`src/rtl/irq_agg_pkg.sv`:
```
package irq_agg_pkg;
  localparam int unsigned SRC_COUNT = 7;

  typedef enum int unsigned {
    SRC_MODE_FAULT  = 0,
    SRC_SEL_FAULT   = 1,
    SRC_TX_EMPTY    = 2,
    SRC_TX_UNDERRUN = 3,
    SRC_RX_FULL     = 4,
    SRC_RX_OVERRUN  = 5,
    SRC_TX_HALF     = 6
  } src_e;

  typedef enum logic [1:0] {
    SEL_NONE = 2'd0,
    SEL_GIE  = 2'd1,
    SEL_STS  = 2'd2,
    SEL_ENA  = 2'd3
  } reg_sel_e;
endpackage

```
`src/rtl/irq_status_bank.sv`:
```
module irq_status_bank #(
  parameter int unsigned SRC_N = 7
) (
  input  logic             clk,
  input  logic             rst_n,
  input  logic [SRC_N-1:0] evt_i,
  input  logic [SRC_N-1:0] clr_i,
  output logic [SRC_N-1:0] sts_o
);
  for (genvar i = 0; i < SRC_N; i++) begin : g_bit
    logic bit_q;
    always_ff @(posedge clk or negedge rst_n) begin
      if (!rst_n)         bit_q <= 1'b0;
      else if (evt_i[i])  bit_q <= 1'b1;
      else if (clr_i[i])  bit_q <= 1'b0;
    end
    assign sts_o[i] = bit_q;

    // an event sets the bit even when a clear hits it in the same cycle
    a_r4_event_wins: assert property (@(posedge clk) disable iff (!rst_n)
      evt_i[i] |=> bit_q);
    // a clear without a new event empties the bit
    a_r3_clear_empties: assert property (@(posedge clk) disable iff (!rst_n)
      (clr_i[i] && !evt_i[i]) |=> !bit_q);
    // a set bit stays set until it is cleared
    a_r2_sticky: assert property (@(posedge clk) disable iff (!rst_n)
      (bit_q && !clr_i[i]) |=> bit_q);
  end
endmodule

```
`src/rtl/irq_reg_port.sv`:
```
module irq_reg_port
  import irq_agg_pkg::*;
#(
  parameter int unsigned ADDR_W  = 8,
  parameter int unsigned DATA_W  = 32,
  parameter int unsigned SRC_N   = 7,
  parameter logic [ADDR_W-1:0] GIE_OFS = 8'h1C,
  parameter logic [ADDR_W-1:0] STS_OFS = 8'h20,
  parameter logic [ADDR_W-1:0] ENA_OFS = 8'h28,
  parameter int unsigned GIE_BIT = 31
) (
  input  logic              clk,
  input  logic              rst_n,
  input  logic              req_valid,
  output logic              req_ready,
  input  logic              req_write,
  input  logic [ADDR_W-1:0] req_addr,
  input  logic [DATA_W-1:0] req_wdata,
  output logic              rsp_valid,
  output logic [DATA_W-1:0] rsp_data,
  input  logic [SRC_N-1:0]  sts_i,
  output logic [SRC_N-1:0]  clr_o,
  output logic [SRC_N-1:0]  ena_o,
  output logic              gie_o
);
  localparam int unsigned PAD_W = DATA_W - SRC_N;

  reg_sel_e          sel;
  logic              acc_wr, acc_rd;
  logic [SRC_N-1:0]  ena_q;
  logic              gie_q;
  logic [DATA_W-1:0] rd_mux;
  logic              unused_wdata;

  assign req_ready = 1'b1;
  assign acc_wr    = req_valid &&  req_write;
  assign acc_rd    = req_valid && !req_write;
  assign unused_wdata = ^req_wdata;

  always_comb begin
    if      (req_addr == GIE_OFS) sel = SEL_GIE;
    else if (req_addr == STS_OFS) sel = SEL_STS;
    else if (req_addr == ENA_OFS) sel = SEL_ENA;
    else                          sel = SEL_NONE;
  end

  always_comb begin
    rd_mux = '0;
    case (sel)
      SEL_GIE: rd_mux[GIE_BIT] = gie_q;
      SEL_STS: rd_mux = {{PAD_W{1'b0}}, sts_i};
      SEL_ENA: rd_mux = {{PAD_W{1'b0}}, ena_q};
      default: rd_mux = '0;
    endcase
  end

  assign clr_o = (acc_wr && sel == SEL_STS) ? req_wdata[SRC_N-1:0] : '0;

  always_ff @(posedge clk or negedge rst_n) begin
    if (!rst_n) begin
      ena_q <= '0;
      gie_q <= 1'b0;
    end else if (acc_wr) begin
      if (sel == SEL_ENA) ena_q <= req_wdata[SRC_N-1:0];
      if (sel == SEL_GIE) gie_q <= req_wdata[GIE_BIT];
    end
  end

  always_ff @(posedge clk or negedge rst_n) begin
    if (!rst_n) begin
      rsp_valid <= 1'b0;
      rsp_data  <= '0;
    end else begin
      rsp_valid <= acc_rd;
      if (acc_rd) rsp_data <= rd_mux;
    end
  end

  assign ena_o = ena_q;
  assign gie_o = gie_q;

  // every accepted read is answered in the next cycle
  a_r8_read_answered: assert property (@(posedge clk) disable iff (!rst_n)
    acc_rd |=> rsp_valid);
  // no response without a read
  a_r9_no_spurious_rsp: assert property (@(posedge clk) disable iff (!rst_n)
    !acc_rd |=> !rsp_valid);
endmodule

```
`src/rtl/irq_combine.sv`:
```
module irq_combine #(
  parameter int unsigned SRC_N = 7
) (
  input  logic             clk,
  input  logic             rst_n,
  input  logic [SRC_N-1:0] sts_i,
  input  logic [SRC_N-1:0] ena_i,
  input  logic             gie_i,
  output logic             irq_o
);
  logic [SRC_N-1:0] masked;
  logic             any_pending;

  assign masked      = sts_i & ena_i;
  assign any_pending = |masked;

  always_ff @(posedge clk or negedge rst_n) begin
    if (!rst_n) irq_o <= 1'b0;
    else        irq_o <= gie_i && any_pending;
  end

  // the global enable off forces the line low one cycle later
  a_r7_gate_off: assert property (@(posedge clk) disable iff (!rst_n)
    !gie_i |=> !irq_o);
  // an enabled pending source with global enable on raises the line
  a_r7_raise: assert property (@(posedge clk) disable iff (!rst_n)
    (gie_i && ($countones(sts_i & ena_i) != 0)) |=> irq_o);
endmodule

```
`src/rtl/irq_agg_unit.sv`:
```
module irq_agg_unit #(
  parameter int unsigned ADDR_W  = 8,
  parameter int unsigned DATA_W  = 32,
  parameter int unsigned SRC_N   = irq_agg_pkg::SRC_COUNT,
  parameter logic [ADDR_W-1:0] GIE_OFS = 8'h1C,
  parameter logic [ADDR_W-1:0] STS_OFS = 8'h20,
  parameter logic [ADDR_W-1:0] ENA_OFS = 8'h28,
  parameter int unsigned GIE_BIT = 31
) (
  input  logic              clk,
  input  logic              rst_n,
  input  logic              req_valid,
  output logic              req_ready,
  input  logic              req_write,
  input  logic [ADDR_W-1:0] req_addr,
  input  logic [DATA_W-1:0] req_wdata,
  output logic              rsp_valid,
  output logic [DATA_W-1:0] rsp_data,
  input  logic [SRC_N-1:0]  evt_pulse,
  output logic              irq_o
);
  logic [SRC_N-1:0] sts, clr, ena;
  logic             gie;

  irq_reg_port #(
    .ADDR_W(ADDR_W), .DATA_W(DATA_W), .SRC_N(SRC_N),
    .GIE_OFS(GIE_OFS), .STS_OFS(STS_OFS), .ENA_OFS(ENA_OFS), .GIE_BIT(GIE_BIT)
  ) u_port (
    .clk(clk), .rst_n(rst_n),
    .req_valid(req_valid), .req_ready(req_ready), .req_write(req_write),
    .req_addr(req_addr), .req_wdata(req_wdata),
    .rsp_valid(rsp_valid), .rsp_data(rsp_data),
    .sts_i(sts), .clr_o(clr), .ena_o(ena), .gie_o(gie)
  );

  irq_status_bank #(.SRC_N(SRC_N)) u_status (
    .clk(clk), .rst_n(rst_n), .evt_i(evt_pulse), .clr_i(clr), .sts_o(sts)
  );

  irq_combine #(.SRC_N(SRC_N)) u_comb (
    .clk(clk), .rst_n(rst_n), .sts_i(sts), .ena_i(ena), .gie_i(gie), .irq_o(irq_o)
  );
endmodule

```
`config.mk`:
```
export PLATFORM = sky130hd
export DESIGN_NAME = irq_agg_unit
export DESIGN_NICKNAME = d
export VERILOG_FILES = /design/src/rtl/irq_agg_pkg.sv /design/src/rtl/irq_status_bank.sv /design/src/rtl/irq_reg_port.sv /design/src/rtl/irq_combine.sv /design/src/rtl/irq_agg_unit.sv
export SDC_FILE = /design/constraint.sdc
export NUM_CORES = 1
export LEC_CHECK = 0
export BUFFER_PORTS_ARGS = -buffer_cell sky130_fd_sc_hd__clkbuf_2
export CAP_MARGIN = 40
export CORE_MARGIN = 2
export CORE_UTILIZATION = 25
export DETAILED_ROUTE_END_ITERATION = 8
export SYNTH_ARGS = -nofsm -noshare
export SYNTH_HDL_FRONTEND = slang
export SYNTH_SLANG_ARGS = --single-unit
```
`constraint.sdc`:
```
create_clock -name clk -period 1.13 [get_ports clk]
set_input_delay 0.226 -clock clk [delete_from_list [all_inputs] [get_ports clk]]
set_output_delay 0.226 -clock clk [all_outputs]
set_load 0.01 [all_outputs]
```
==> results of run 1 <==
-- sequential cells by signal, summed over array words and instances (netlist names) --
name                  flops
u_port.gie_o              1
u_port.ena_o              7
u_status.g_bit.bit_q      7
u_port.rsp_valid          1
u_comb.irq_o              1
u_port.rsp_data           8
-- cell type report --
| cell class | instances | area, um^2 |
|---|---|---|
| clock buffers | 4 | 45.0 |
| fillers | 555 | 3380 |
| inverters | 2 | 7.51 |
| multi-input cells | 90 | 726 |
| flip-flops and latches | 25 | 626 |
| well taps | 70 | 87.6 |
| repair buffers | 49 | 297 |
-- where the power goes --
group / leakage [nW] / switching (W) / internal, W
clock network: 0.0228 / 0.000273 / 0.000252
logic: 0.667 / 0.000143 / 0.000103
registers: 0.311 / 0.00000755 / 0.000905
-- through the flow --
| stage | power, W | instance area [um^2] |
|---|---|---|
| after CTS | 0.00170 | 1760 |
| after global placement | 0.00116 | 1630 |
| after floorplan | 0.00111 | 1480 |
| after global routing | 0.00177 | 1790 |
| after detailed placement | 0.00116 | 1630 |
| final | 0.00168 | 1790 |
-- final timing paths --
| path | from | to | slack, ns | cells past startpoint |
|---|---|---|---|---|
| min | evt_pulse[4] | u_status.g_bit[4].bit_q | 0.13 | 2 |
| max reg2reg | u_status.g_bit[3].bit_q | u_comb.irq_o | 0.06 | 2 |
| min reg2reg | u_port.rsp_data[0] | u_port.rsp_data[0] | 0.49 | 2 |
| min in group asynchronous | rst_n | u_status.g_bit[6].bit_q | 0.47 | 3 |
| max in group asynchronous | rst_n | u_port.rsp_data[31] | 0.41 | 3 |
| max | req_addr[7] | u_port.ena_o[0] | -0.29 | 4 |
-- Yosys cell counts, drive strengths merged --
| cell type | number | area [um^2] |
|---|---|---|
| dfrtp | 25 | 626 |
| or4 | 1 | 7.51 |
| mux2 | 8 | 116 |
| nand3 | 1 | 5.00 |
| o21ai | 7 | 35.0 |
| inv | 2 | 7.51 |
| clkbuf | 1 | 3.75 |
| conb | 2 | 7.51 |
| or3 | 2 | 17.5 |
| mux2i | 7 | 70.1 |
| or3b | 1 | 8.76 |
| a222oi | 1 | 10.0 |
| nor3 | 1 | 5.00 |
| nand2b | 15 | 93.8 |
| buf | 29 | 213 |
| nand2 | 9 | 33.8 |
| o41ai | 8 | 70.1 |
| a22oi | 2 | 15.0 |
| a31oi | 1 | 6.26 |
| nand4b | 1 | 8.76 |
-- cell families after synthesis --
family                 share of synthesized area [%]
AOI/OAI and AO/OA                               10.0
buffers and inverters                           16.5
DFF                                             46.0
muxes                                           13.7
other                                          0.552
and+or+nand+nor                                 13.2
-- timing repair --
action                     4_1_cts  5_1_grt
setup endpoints to repair       23       23
hold buffers                     1        0
hold endpoints to repair        25        0
resized for setup                9        5
-- layer usage --
metal  GRT usage (%)  up-vias  part of all wire (%)
met5               0        -                     0
met4            4.29        0                   1.8
met3            2.56        4                   5.9
met2            14.1       42                    44
met1            14.3      428                    49
li1                -      474                     -
==> results.md, run 1 <==
* Most common cell after layout, fill and taps aside: clkbuf_2
* Chip width at 77.8 um
* Crit path max fanout at 7
* IO Port Bufs at 36
* GRT Overall Usage at 10.0%
* Power per cell area at 942 mW/mm^2
* Achievable frequency at 703 MHz
* Htree depth at 1
* Root Buffer: clkbuf_8
* Crit end category: register
* Worst Slack Setup Final at -0.293 ns
* Core footprint at about 0.0052 mm^2
* Critical path's top delay family: simple AND/OR/NAND/NOR gates
* Post-Layout Cell Count at 240
* Effective utilization at floorplan at 26.3%
* Clock Path Buffers at 2
* Seq/Total Area, Yosys at between 40% and 50%
* Setup violations, final at 23
* CP peak stage delay at 0.53 ns
* Pins over their slew limit at 0
* CP bufs+invs at 1
* Worst-Skew Late Latency at 0.27 ns
* Yosys Warn Count at 0
* Total CTS buffers at 3
* Initial antenna violation count at 0
* Share of cells above drive strength 1 at 41.8%
* ANT cells at 0
* Critical Path RT at approximately 1.3 ns
* Status: finished, violations left
* Max Clock Skew at around 0.0069 ns
* TritonCTS clock tree: built
* Vias/cell at ~4.0
* Die Area at just over 0.006 mm^2
* Synth cell types at 25
* CP Cell Sequence: clkbuf_2, or4_4, or3_4, mux2_4
* # rows at 26
* Highest-count cells in the layout ignoring fill and taps: 36 x clkbuf_2, 25 x conb_1, 25 x dfrtp_1
* Grt ovf at 0
* Synthesized cell area at around 0.0014 mm^2
* Fin nets at 222
* Clock sink total at 25
* Post-placement cell count at ~240
* Boundary Pins at 86
* Die Ht at 77.8 um
* Number of remaining DRC errors at 0
* Tmin final at between 1 and 1.5 ns
* Cell count after synthesis at between 100 and 150
* Flops & latches, synth at 25
* Post-CTS setup buffer count at 0
* GP Congestion at 0.761
* Leak at 1.00 nW
* Tcrit/Tclk final at 126%
* Avg Synthesized Cell Area at between 10 and 15 um^2
* Hold Path Class: input port to register
* Critical Path Slowest Stage Cell: or4_4
* Clock Pin Slew Worst Setup and Hold Paths at approximately 0.09 ns
* WP data arrival at ~1.6 ns
* Via count at 948
* Max cap viols at 0
* Final Util at 34.6%
* RSZ-0062 raised after global routing: yes
* Fin Hold WS at 0.133 ns
* Failing checks: setup timing
* Vias in the first global route at 922
* Maximum VDD drop at 543 uV
* Worst slack at placement at -0.628 ns
* Final ANT Viol Nets at 0
* Largest net degree at the start of global routing at 26
* First-pass GRT wire length at 4.64 mm
* WS Path Type: input port to register
* Final number of hold-violating endpoints at 0
* 1st-iter DRT viols at 43
* WL/cell at 12.3 um
* Post-DP HPWL at between 2 and 2.5 mm
* Worst setup SP type: input port
* Drt first pass iters at 4
* Setup Total Neg Slack at -5.14 ns
* Final WL at 2.94 mm
* Area Overhead vs Synth at 31.5%
(Power assumes the default switching activity.)
==> run 2, diff against run 1 <==
--- a/config.mk
+++ b/config.mk
@@ -5,8 +5,10 @@
 export SDC_FILE = /design/constraint.sdc
 export NUM_CORES = 1
 export LEC_CHECK = 0
+export ABC_AREA = 1
 export BUFFER_PORTS_ARGS = -buffer_cell sky130_fd_sc_hd__clkbuf_2
 export CAP_MARGIN = 40
+export CORE_ASPECT_RATIO = 1.1
 export CORE_MARGIN = 2
 export CORE_UTILIZATION = 25
 export DETAILED_ROUTE_END_ITERATION = 8
==> run 2 against run 1 <==
- the run now ends clean
- highest routed layer unchanged
- core utilization decreased by 3.4 points
- register-to-register slack better by 0.16 ns
- wire length decreased by 2.6%
- clock power shrank 2%
- global-route usage fell by 0.43 points
- die area is 10% higher
- clock-buffer cell count unchanged
- critical endpoint is now rsp_data[4]
- synthesized area is 11% higher
==> results.md, run 2 <==
* FF-to-FF Start: u_status.g_bit[5].bit_q
* WL met3 at 205 um (+17%)
* GRT Overall Usage at 9.57% (-0.43 points)
* Setup violations, final at 0 (-100%)
* Main flop type after synthesis: dfrtp_1
* Grt ovf at 0 (unchanged)
* ANT cells at 0 (unchanged)
* Worst setup SP type: register
* TritonCTS clock tree: built
* Synthesized cell area at 0.00151 mm^2 (+11%)
* Post-DP Area at 0.00176 mm^2 (+7.4%)
* Die Ht at 85.4 um (+9.8%)
* Setup Total Neg Slack at 0 ns (+5.14 ns)
* Vias/cell at 3.75 (-5.2%)
* Reg-to-reg endpoint: u_comb.irq_o
* Worst-Skew Late Latency at 0.26 ns (about the same)
* Hold Crit Endpoint: u_status.g_bit[6].bit_q
* Number of flops mapped to enable cells by yosys at 0 (unchanged)
* Synth cell count leaders: 70 x nand2_1, 26 x buf_4, 25 x dfrtp_1
* Fin Hold WS at 0.139 ns (+0.00572 ns)
* Most common cell after layout, fill and taps aside: nand2_1
* Total CTS buffers at 3 (unchanged)
* Post-CTS setup buffer count at 0 (unchanged)
* Number of remaining DRC errors at 0 (unchanged)
* Max reg flops at 8 (unchanged)
* Clock Pin Slew Worst Setup and Hold Paths at 0.09 ns (about the same)
* Seq/Total Area, Yosys at 41.6% (-4.4 points)
* Critical path's top delay family: flip-flops
* Htree depth at 1 (unchanged)
* Synth top area cells: dfrtp_1 42%, nand2_1 17%, buf_4 13%
* Maximum VDD drop at 404 uV (-26%)
* Pins over their slew limit at 0 (unchanged)
* Overall power at 0.00166 W (-1.4%)
* Met2 Wirelength at 1.38 mm (+7.6%)
* R2R cell count at 3 (+1)
* Share of cells above drive strength 1 at 26.5% (-15 points)
* Root Buffer: clkbuf_8
* Power per cell area at 917 mW/mm^2 (-2.7%)
* CP Cell Sequence: clkbuf_2
* Max Clock Skew at 0.00553 ns (-0.00132 ns)
* Critical Path RT at 0.90 ns (-0.39 ns)
* Core footprint at 0.00581 mm^2 (+12%)
* Max cap viols at 0 (unchanged)
* Tmin final at 1.01 ns (-0.409 ns)
* Crit end category: primary output
* Final number of hold-violating endpoints at 0 (unchanged)
* Area taken by multi-input logic gates at 688 um^2 (-5.2%)
* Boundary Pins at 86 (unchanged)
* Register area at 626 um^2 (unchanged)
* Top Layer Used: met4
* FILL cells at 664 (+20%)
* Post-DP HPWL at 2.44 mm (+6.5%)
* Hold path depth at 3 (+1)
* Yosys Warn Count at 0 (unchanged)
* Largest net degree at the start of global routing at 26 (unchanged)
* Clock Path Buffers at 2 (unchanged)
* HP Start: evt_pulse[6]
* Flops & latches, synth at 25 (unchanged)
* Final ANT Viol Nets at 0 (unchanged)
* Highest-count cells in the layout ignoring fill and taps: 70 x nand2_1, 36 x clkbuf_2, 25 x conb_1, 25 x dfrtp_1, 22 x nand3_1
* Leak at 1.09 nW (+8.8%)
* Status: finished clean
* Synth cell types at 18 (-28%)
* RSZ-0062 raised after global routing: no
* Via count at 1180 (+24%)
* Effective utilization at floorplan at 25.9% (-0.37 points)
* Chip width at 78.0 um (+0.29%)
* CP bufs+invs at 1 (unchanged)
* Vias in the first global route at 1213 (+32%)
* Tcrit/Tclk final at 89.7% (-36 points)
* WL/cell at 9.10 um (-26%)
* Achievable frequency at 987 MHz (+40%)
* Hold Path Class: input port to register
* Async set-reset flop share out of synthesis at 100% (unchanged)
* DRT met1 WL at 1.25 mm (-13%)
* Final WL at 2.87 mm (-2.6%)
* Clock sink total at 25 (unchanged)
* WS Path Type: register to primary output
* Cell count after synthesis at 193 (+56%)
* Register name with the most flops: u_port.rsp_data
* IO Port Bufs at 36 (unchanged)
* Initial antenna violation count at 0 (unchanged)
* Final non-filler cell area at 0.00181 mm^2 (+1.3%)
* Crit path max fanout at 2 (-5)
* Drt first pass iters at 4 (unchanged)
* WP data arrival at 0.79 ns (-0.79 ns)
* Critical Path Slowest Stage Cell: dfrtp_1
* Dominant cell type by area after synthesis: dfrtp_1
* Most common cell in the synthesized netlist: nand2_1
* Yosys top cell area share at 41.6% (-4.4 points)
* 1st-iter DRT viols at 44 (+2.3%)
* Fin nets at 290 (+31%)
* Area Overhead vs Synth at 20.3%
* GP Congestion at 0.731 (-3.9%)
* Reg2Reg Setup Slack at 0.22 ns (+0.16 ns)
* Die Area at 0.00666 mm^2 (+10%)
* Avg Synthesized Cell Area at 7.80 um^2 (-29%)
* First-pass GRT wire length at 5.24 mm (+13%)
* CP peak stage delay at 0.39 ns (-0.14 ns)
* # rows at 29 (+12%)
-- run 2: repair_timing --
action,in CTS,in global routing
resized for setup,0,0
hold endpoints to repair,25,0
hold buffers,1,0
-- run 2: worst max-delay path by stage --
stage | startpoint | to | slack (ns) | depth (start not counted)
after global placement | req_addr[7] | u_status.g_bit[0].bit_q | 0.03 | 8
after floorplan | req_addr[7] | u_status.g_bit[5].bit_q | 0.18 | 6
after CTS | u_port.rsp_data[4] | rsp_data[4] | 0.11 | 1
final | u_port.rsp_data[4] | rsp_data[4] | 0.12 | 1
after global routing | u_port.rsp_data[1] | rsp_data[1] | 0.08 | 1
after detailed placement | req_addr[4] | u_port.ena_o[3] | 0.03 | 8
-- run 2: final cells by class --
type / instances / share of cell area, %
multi-input combinational: 146 / 38.0
sequential: 25 / 34.6
timing repair buffer: 45 / 15.9
tap: 77 / 5.32
inverter: 18 / 3.73
clock buffer: 4 / 2.49
-- run 2: power breakdown --
| part | switching (W) | internal [W] | total (W) |
|---|---|---|---|
| registers | 0.00000654 | 0.000905 | 0.000911 |
| logic | 0.000151 | 0.0000829 | 0.000233 |
| clock network | 0.000263 | 0.000251 | 0.000515 |
| total | 0.000420 | 0.00124 | 0.00166 |
-- run 2: per-layer routing --
layer,up-vias,GRT usage (%)
met5,-,0
met4,0,3.35
met3,2,2.55
met2,35,17.2
met1,500,10.9
li1,643,-
-- run 2: logic make-up (layout without fill, tap and decap cells) --
kind of cell | Yosys count | in the layout | share of synthesized area (%)
compound gates | 10 | 10 | 3.49
simple gates | 111 | 111 | 36.0
flops | 25 | 25 | 41.6
other cells | 2 | 25 | 0.499
buf+inv | 45 | 67 | 18.5
-- run 2: per-stage QoR --
stage	cells	setup slack [ns]	util (%)
final	315	0.116	31.2
after global routing	315	0.0811	31.2
after CTS	315	0.108	31.2
after detailed placement	310	0.0256	30.2
after global placement	310	0.0312	30.2
after floorplan	216	0.179	-
